<file path="config.mk">
export PLATFORM = sky130hd
export DESIGN_NAME = bl_dim_pwm
export DESIGN_NICKNAME = d
export VERILOG_FILES = /design/src/rtl/bl_pwm_pkg.sv /design/src/rtl/bl_start_timer.sv /design/src/rtl/bl_duty_clamp.sv /design/src/rtl/bl_pwm_core.sv /design/src/rtl/bl_dim_pwm.sv
export SDC_FILE = /design/constraint.sdc
export NUM_CORES = 1
export LEC_CHECK = 0
export BUFFER_PORTS_ARGS = -buffer_cell sky130_fd_sc_hd__buf_2
export CAP_MARGIN = 0
export CORE_ASPECT_RATIO = 0.7
export CORE_MARGIN = 1.5
export CORE_UTILIZATION = 60
export DETAILED_ROUTE_END_ITERATION = 16
export PLACE_DENSITY = 0.84
export SYNTH_ARGS = -nofsm -noshare
export SYNTH_HDL_FRONTEND = slang
export SYNTH_HIERARCHICAL = 1
export SYNTH_SLANG_ARGS = --single-unit
</file>
<file path="constraint.sdc">
create_clock -name clk -period 2.5 [get_ports clk]
set_input_delay 0.125 -clock clk [delete_from_list [all_inputs] [get_ports clk]]
set_output_delay 0.125 -clock clk [all_outputs]
set_load 0.01 [all_outputs]
</file>
<file path="src/rtl/bl_pwm_pkg.sv">
package bl_pwm_pkg;
  localparam int PCT_W = 7;
  localparam int STEPS = 100;
  localparam int HZ_MIN = 40;
  localparam int HZ_MAX = 80;

  typedef logic [PCT_W-1:0] pct_t;

  localparam pct_t PCT_FULL = pct_t'(STEPS);

  function automatic pct_t sat_pct(input pct_t r);
    return (r > PCT_FULL) ? PCT_FULL : r;
  endfunction
endpackage

</file>
<file path="src/rtl/bl_start_timer.sv">
module bl_start_timer #(
  parameter int WIN_CYC = 1000
) (
  input  logic clk,
  input  logic rst,
  input  logic en,
  output logic done
);
  localparam int CNT_W = $clog2(WIN_CYC + 1);

  logic [CNT_W-1:0] cnt;

  always_ff @(posedge clk) begin
    if (rst || !en) begin
      cnt  <= '0;
      done <= 1'b0;
    end else if (!done) begin
      cnt <= cnt + 1'b1;
      if (cnt == CNT_W'(WIN_CYC - 1)) done <= 1'b1;
    end
  end

  assert_win_clear_R9: assert property (@(posedge clk) disable iff (rst)
    !en |=> (!done && cnt == '0));

  assert_win_hold_R6: assert property (@(posedge clk) disable iff (rst)
    (done && en) |=> done);
endmodule

</file>
<file path="src/rtl/bl_duty_clamp.sv">
module bl_duty_clamp
  import bl_pwm_pkg::*;
#(
  parameter int FLOOR_START = 5,
  parameter int FLOOR_RUN   = 1
) (
  input  pct_t req,
  input  logic win_done,
  output pct_t eff
);
  pct_t sat;
  pct_t floor_v;

  always_comb begin
    sat     = sat_pct(req);
    floor_v = win_done ? pct_t'(FLOOR_RUN) : pct_t'(FLOOR_START);
    eff     = (sat < floor_v) ? floor_v : sat;
  end
endmodule

</file>
<file path="src/rtl/bl_pwm_core.sv">
module bl_pwm_core
  import bl_pwm_pkg::*;
#(
  parameter int STEP_SLOW = 12,
  parameter int STEP_FAST = 10
) (
  input  logic clk,
  input  logic rst,
  input  logic en,
  input  logic rate_sel,
  input  pct_t duty_eff,
  output logic pwm_out
);
  localparam int STEP_MAX = (STEP_SLOW > STEP_FAST) ? STEP_SLOW : STEP_FAST;
  localparam int PRE_W    = $clog2(STEP_MAX + 1);

  logic             run;
  logic [PRE_W-1:0] pre_cnt;
  logic [PRE_W-1:0] pre_lim;
  pct_t             step_cnt;
  pct_t             duty_q;
  logic             rate_q;
  logic             step_end;
  logic             period_end;

  always_comb begin
    pre_lim    = rate_q ? PRE_W'(STEP_FAST - 1) : PRE_W'(STEP_SLOW - 1);
    step_end   = (pre_cnt == pre_lim);
    period_end = step_end && (step_cnt == pct_t'(STEPS - 1));
  end

  always_ff @(posedge clk) begin
    if (rst || !en) begin
      run      <= 1'b0;
      pre_cnt  <= '0;
      step_cnt <= '0;
      duty_q   <= '0;
      rate_q   <= 1'b0;
      pwm_out  <= 1'b0;
    end else begin
      pwm_out <= run && (step_cnt < duty_q);
      if (!run || period_end) begin
        run      <= 1'b1;
        pre_cnt  <= '0;
        step_cnt <= '0;
        duty_q   <= duty_eff;
        rate_q   <= rate_sel;
      end else if (step_end) begin
        pre_cnt  <= '0;
        step_cnt <= step_cnt + 1'b1;
      end else begin
        pre_cnt <= pre_cnt + 1'b1;
      end
    end
  end

  assert_off_low_R2: assert property (@(posedge clk) disable iff (rst)
    !en |=> !pwm_out);

  assert_step_range_R3: assert property (@(posedge clk) disable iff (rst)
    run |-> (step_cnt < pct_t'(STEPS) && pre_cnt <= pre_lim));

  assert_duty_range_R5: assert property (@(posedge clk) disable iff (rst)
    run |-> (duty_q >= pct_t'(1) && duty_q <= PCT_FULL));

  assert_latch_hold_R8: assert property (@(posedge clk) disable iff (rst)
    (en && run && !period_end) |=> ($stable(duty_q) && $stable(rate_q)));
endmodule

</file>
<file path="src/rtl/bl_dim_pwm.sv">
module bl_dim_pwm
  import bl_pwm_pkg::*;
#(
  parameter int CLK_HZ      = 125_000_000,
  parameter int HZ_SLOW     = 50,
  parameter int HZ_FAST     = 60,
  parameter int START_MS    = 500,
  parameter int FLOOR_START = 5,
  parameter int FLOOR_RUN   = 1
) (
  input  logic       clk,
  input  logic       rst,
  input  logic       bl_on,
  input  logic       rate_sel,
  input  logic [6:0] level_pct,
  output logic       dim_pwm
);
  localparam int STEP_SLOW = CLK_HZ / (HZ_SLOW * STEPS);
  localparam int STEP_FAST = CLK_HZ / (HZ_FAST * STEPS);
  localparam int WIN_CYC   = (CLK_HZ / 1000) * START_MS;

  if (HZ_SLOW < HZ_MIN || HZ_SLOW > HZ_MAX || HZ_FAST < HZ_MIN || HZ_FAST > HZ_MAX)
  begin : g_rate_bad
    $error("PWM rate parameter outside the permitted band");
  end

  logic win_done;
  pct_t duty_eff;

  bl_start_timer #(.WIN_CYC(WIN_CYC)) u_timer (
    .clk  (clk),
    .rst  (rst),
    .en   (bl_on),
    .done (win_done)
  );

  bl_duty_clamp #(.FLOOR_START(FLOOR_START), .FLOOR_RUN(FLOOR_RUN)) u_clamp (
    .req      (level_pct),
    .win_done (win_done),
    .eff      (duty_eff)
  );

  bl_pwm_core #(.STEP_SLOW(STEP_SLOW), .STEP_FAST(STEP_FAST)) u_core (
    .clk      (clk),
    .rst      (rst),
    .en       (bl_on),
    .rate_sel (rate_sel),
    .duty_eff (duty_eff),
    .pwm_out  (dim_pwm)
  );

  assert_start_floor_R6: assert property (@(posedge clk) disable iff (rst)
    !win_done |-> (duty_eff >= pct_t'(FLOOR_START)));

  assert_run_floor_R7: assert property (@(posedge clk) disable iff (rst)
    win_done |-> (duty_eff >= pct_t'(FLOOR_RUN)));
endmodule

</file>
==> qor.csv, run 1 <==
metric;value;unit
io_pins;12;
cap_violations;0;
cts.sinks;59;
sw_frac_of_total;19.6;%
cts_max_path_buffers;2;
crit_path_max_incr_delay;0.62;ns
htreeDepth;3;
final_max_slew_viol_count;0;
pwr-share-comb;3.3;%
drt_iter0_drc;192;
viasPerCell;5.90;
root_buffer;clkbuf_8;
synth_top_area_share;38.9;%
status;complete, no violations;
syn_area;0.00303;mm²
gp_congestion;0.783;
overflow;0;
postCtsSetupBuffers;0;
drtAntennaViolNets;0;
end_kind;register;
worstPathArrival;2.48;ns
crit_fanout;12;
routed_wl;6270;µm
avgSynthCellArea;8.72;µm²
die_w;88.0;µm
grt_antenna_before_repair;0;
diodes;0;
avgRoutedWirePerCell;14.4;µm
rows;21;
ys_async_sr_fraction;0;%
period_minus_slack;2.21;ns
fin_skew;0.00745;ns
dieHeight;62.5;µm
ctsHoldBuffers;0;
critPathBufInv;0;
postSynthRegisterBits;59;
grt_pass1_wl;11000;µm
synth-edff-count;0;
yosysSeqAreaShare;38.9;%
setup-tns-final;0;ns
period_share;88.5;%
pwr-share-clk;53.3;%
cts_resized;0;
n_fill_cell;381;
yosys-top-cells-area;dfxtp_1, xnor2_1, nor2_1, nand2_1, ha_1;
cts_tree;done;
grt_max_degree;19;
slowest_stage;or4_4;
intPower;1.77;mW
tightest_slew;0.551;ns
nNetsFinal;381;
track_usage;25.9;%
yosysMostFrequentCell;dfxtp_1;
synthTopCellsByCount;dfxtp_1, nor2_1, nand2_1;
syn2layout_area_growth;11.2;%
p_total;2.20;mW
cts_made_buffers;9;
final_layout_size_suffix_gt1_share;12.3;%
power_density;652;mW/mm²
crit_required;2.77;ns
drcViolationCount;0;
yosys_warnings;6;
cp_cell_sequence;ha_1 > nand4b_2 > or4_4 > or4_1 > a21oi_1;
pwr-share-seq;43.4;%
worstSetupPathType;reg -> reg;
clkSlewWorstSetupHoldPaths;0.07;ns
drt-pass1-iter-count;4;
peakVddDrop;0.510;mV
setup_violations;0;
start_util;62.8;%
synth_cells;348;
yosysUniqueCellTypes;56;
dr_total_vias;2562;
grt_pass1_vias;2472;
path_delay_family;simple AND/OR/NAND/NOR gates;
multi_input_area;0.00169;mm²
holdCritPathClass;in -> reg;
leakage;1.13;nW
synth_flop_cell;dfxtp_1;
clock_latency;0.34;ns
die_area;0.00550;mm²
core_area;0.00483;mm²
p_sw;0.430;mW
hold_violations;0;
portBuffers;11;
seqCellArea;0.00118;mm²
dpl.hpwl;4330;µm
synthesis.nets;369;
max-slew-margin-rel;63.3;%
max_freq;452;MHz
rsz0062_at_grt;no;
startpoint_type;register;
yosysTopAreaCell;dfxtp_1;
==> cell type report <==
class / instances / share of cell area, %
clock buffers: 10 / 4.08
clock inverters: 6 / 4.04
inverters: 17 / 1.89
multi-input cells: 259 / 50.1
flip-flops and latches: 59 / 35.0
well taps: 69 / 2.56
repair buffers: 14 / 2.30
==> per-stage QoR <==
stage	setup slack, ns	util (%)	instance area [µm²]	std cells	hold slack, ns
after floorplan	0.490	-	3030	348	0.280
after global placement	0.390	64.1	3100	418	0.369
after detailed placement	0.347	64.1	3100	418	0.386
after CTS	0.300	69.8	3370	434	0.0188
after global routing	0.137	69.8	3370	434	0.0233
final	0.287	69.8	3370	434	0.0356
==> power groups by stage <==
stage               logic (mW)  clock network (mW)  registers (mW)
global route            0.0816                1.23           0.955
floorplan               0.0534                   0           0.975
finish                  0.0726                1.17           0.955
CTS                     0.0722                1.19           0.955
detailed placement      0.0717                   0           0.976
global placement        0.0677                   0           0.976
==> cell usage in the layout (no fill, tap or decap), types with 10 or more instances in the layout <==
cell,n
a21oi_1,14
buf_2,11
clkbuf_8,10
dfxtp_1,59
ha_1,10
inv_1,17
nand2_1,37
nand3_1,13
nor2_1,39
o211ai_1,10
o21ai_0,11
o31ai_1,11
xnor2_1,19
==> state kept, by name (all words and copies together), names as in the netlist <==
signal	count
u_core/pwm_out	1
u_core/step_cnt	7
u_core/run	1
u_timer/cnt	26
u_core/rate_q	1
u_core/pre_cnt	15
u_timer/done	1
u_core/duty_q	7
==> path summary, 6_finish.rpt <==
check                                       from          endpoint  slack [ns]  cells past startpoint
worst max-delay path              u_timer/cnt[0]   u_timer/cnt[24]        0.29                      5
worst min register to register  u_core/duty_q[0]  u_core/duty_q[0]        0.46                      2
worst min-delay path                    rate_sel     u_core/rate_q        0.04                      3
worst max register to register    u_timer/cnt[0]   u_timer/cnt[24]        0.29                      5
==> cells by family after synthesis <==
group                      Yosys count  share of synthesized area (%)
AOI/OAI and AO/OA                   60                           13.2
xor gates and xnor gates            27                           7.79
adders and majority gates           10                           4.12
buffers and inverters               30                           5.32
DFF                                 59                           38.9
muxes                                4                           1.48
and+or+nand+nor                    158                           29.2
==> worst reg2reg max path, cell delays in order, from the launching register on <==
cell	delay, ns
dfxtp_1	0.41
ha_1	0.24
nand4b_2	0.23
or4_4	0.62
or4_1	0.51
a21oi_1	0.15
==> layer usage <==
| layer | wire, µm | share of wire (%) | vias to the layer above | GRT usage (%) |
|---|---|---|---|---|
| met5 | 0 | 0 | - | 0 |
| met4 | 46 | 0.73 | 0 | 10.7 |
| met3 | 358 | 5.7 | 4 | 8.32 |
| met2 | 3000 | 48 | 73 | 40.8 |
| met1 | 2870 | 46 | 1215 | 32.6 |
| li1 | - | - | 1270 | - |
(Power assumes the default switching activity.)
==> inputs of run 2 (changes only) <==
--- a/config.mk
+++ b/config.mk
@@ -9,10 +9,9 @@
 export CAP_MARGIN = 0
 export CORE_ASPECT_RATIO = 0.7
 export CORE_MARGIN = 1.5
-export CORE_UTILIZATION = 60
+export CORE_UTILIZATION = 61
 export DETAILED_ROUTE_END_ITERATION = 16
-export PLACE_DENSITY = 0.84
+export PLACE_DENSITY = 0.85
 export SYNTH_ARGS = -nofsm -noshare
 export SYNTH_HDL_FRONTEND = slang
-export SYNTH_HIERARCHICAL = 1
 export SYNTH_SLANG_ARGS = --single-unit
==> constraint.sdc (replaced) <==
create_clock -name clk -period 2.4 [get_ports clk]
set_input_delay 0.12 -clock clk [delete_from_list [all_inputs] [get_ports clk]]
set_output_delay 0.12 -clock clk [all_outputs]
set_load 0.01 [all_outputs]
==> run 2 against run 1 <==
Net effect:
- register-to-register slack improved by 0.15 ns
- routed wire length fell by 8.2%
- sequential share of layout area rose by 2.5 points
- critical path type unchanged
- core utilization rose by 1.8 points
- synthesized cell count fell by 6.0%
- hold slack improved by 0.0037 ns
- first-iteration DRC count fell by 28%
- highest routed layer unchanged
- area after synthesis fell by 6.3%
==> qor.csv, run 2 <==
metric;value;unit
holdCritPathClass;in -> reg;
drt-pass1-iter-count;4;
regMostFlops;u_timer.cnt;
max_freq;510;MHz
crit_path_max_incr_delay;0.54;ns
end_kind;register;
yosys-top-cells-area;dfxtp_1, xor2_1, nor2_1, ha_1, nand3_1;
dr_total_vias;2361;
worst_hold_slack;0.0393;ns
avgRoutedWirePerCell;14.3;µm
synthTopCellsByCount;dfxtp_1, nor2_1, xor2_1;
nNetsFinal;363;
synth_top_area_share;41.5;%
worstSetupPathType;reg -> reg;
peakVddDrop;0.481;mV
cts_made_buffers;9;
drtAntennaViolNets;0;
cp_cell_sequence;nor4b_2 > nand3_1 > a211oi_2 > nor3_1 > a211oi_1;
core_area;0.00440;mm²
reg_top3;u_timer.cnt (26), u_core.pre_cnt (15);
final_max_slew_viol_count;0;
leakage;1.11;nW
dieHeight;60.1;µm
max-slew-margin-rel;62.3;%
grt_pass1_vias;2172;
portBuffers;11;
syn2layout_area_growth;10.9;%
yosysMostFrequentCell;dfxtp_1;
cts_resized;0;
die_area;0.00509;mm²
fin_skew;0.00340;ns
tightest_slew;0.564;ns
rsz0062_at_grt;no;
die_w;84.6;µm
dpl_cell_area;0.00294;mm²
period_minus_slack;1.96;ns
syn_area;0.00284;mm²
synth_cells;327;
pwr-share-seq;49.5;%
p_sw;0.408;mW
period_share;81.7;%
grt_antenna_before_repair;0;
intPower;1.60;mW
cts_max_path_buffers;2;
pre_cts_slack;0.474;ns
setup_ws;0.439;ns
slowest_stage;a211oi_2;
final_area;0.00315;mm²
drt_iter0_drc;138;
ys_async_sr_fraction;0;%
final_common_cell;dfxtp_1;
ctsHoldBuffers;0;
worstPathArrival;2.22;ns
viasPerCell;5.89;
final_layout_size_suffix_gt1_share;9.83;%
routed_wl;5750;µm
power_density;637;mW/mm²
cts_tree;done;
r2r_slack;0.44;ns
largest_reg_flops;26;
overflow;0;
gp_congestion;0.924;
track_usage;25.3;%
p_total;2.01;mW
cap_violations;0;
setup-tns-final;0;ns
synthesis.nets;348;
sw_frac_of_total;20.3;%
setup_violations;0;
root_buffer;clkbuf_8;
dpl.hpwl;4070;µm
io_pins;12;
clock_latency;0.34;ns
status;complete, no violations;
avgSynthCellArea;8.69;µm²
startpoint_type;register;
hold_violations;0;
diodes;0;
yosysUniqueCellTypes;44;
rows;20;
postSynthRegisterBits;59;
synth_flop_cell;dfxtp_1;
postCtsSetupBuffers;0;
yosys_warnings;0;
final_cell_mix;dfxtp_1, nor2_1, xor2_1, nand3_1, nand2_1;
pwr-share-comb;3.2;%
cts.sinks;59;
grt_max_degree;35;
synth-edff-count;0;
grt_pass1_wl;9780;µm
pwr-share-clk;47.2;%
clkSlewWorstSetupHoldPaths;0.06;ns
crit_required;2.66;ns
drcViolationCount;0;
yosysTopAreaCell;dfxtp_1;
htreeDepth;3;
yosysSeqAreaShare;41.5;%
crit_fanout;7;
start_util;64.5;%
run 2: area by class of cell:
class	count	area, µm²
Timing Repair Buffer	13	70.1
Clock buffer	14	183
Sequential cell	59	1180
Tap cell	55	68.8
Multi-Input combinational cell	243	1560
Fill cell	327	1250
Clock inverter	1	30.0
Inverter	16	60.1
run 2: power by group through the flow:
| stage | Combinational [mW] | Sequential (mW) | Clock, mW |
|---|---|---|---|
| 6_report | 0.0649 | 0.995 | 0.948 |
| 5_1_grt | 0.0722 | 0.996 | 1.01 |
| 4_1_cts | 0.0645 | 0.995 | 0.968 |
| 3_5_place_dp | 0.0639 | 1.02 | 0 |
| 3_3_place_gp | 0.0620 | 1.02 | 0 |
| 2_1_floorplan | 0.0424 | 1.02 | 0 |
run 2: logic make-up (layout without fill, tap and decap cells):
group | after synthesis | in the layout | share of synthesized area (%)
flops | 59 | 59 | 41.5
xor+xnor | 37 | 37 | 11.4
compound gates | 44 | 44 | 11.0
fa+ha+maj | 10 | 10 | 4.40
buf+inv | 25 | 44 | 3.61
simple gates | 149 | 149 | 26.9
mux | 3 | 3 | 1.10
run 2: per-layer routing:
layer | track usage [%] | share of wire (%) | wire [µm] | up-vias
met4 | 13.4 | 2.0 | 116 | 0
met1 | 33.1 | 50 | 2880 | 1107
met5 | 0 | 0 | 0 | -
li1 | - | - | - | 1185
met2 | 37.9 | 43 | 2480 | 58
met3 | 7.87 | 4.7 | 268 | 11
run 2: through the flow:
stage          util (%)  instances
6_report           71.6        401
5_1_grt            71.6        401
4_1_cts            71.6        401
3_5_place_dp       66.7        386
3_3_place_gp       66.7        386
2_1_floorplan         -        327
run 2: worst max-delay path, delay by kind of cell (launching register included):
kind	cells	cell delay [ns]
AND/OR/NAND/NOR	3	0.76
AO/OA/AOI/OAI	2	0.75
flip-flops	1	0.37
run 2: path summary, 6_finish.rpt:
check	from	endpoint	cells past startpoint
setup / recovery	u_core.step_cnt[2]	u_core.duty_q[0]	5
hold / removal	rate_sel	u_core.rate_q	3
setup reg to reg	u_core.step_cnt[2]	u_core.duty_q[0]	5
hold reg to reg	u_core.duty_q[1]	u_core.duty_q[1]	2
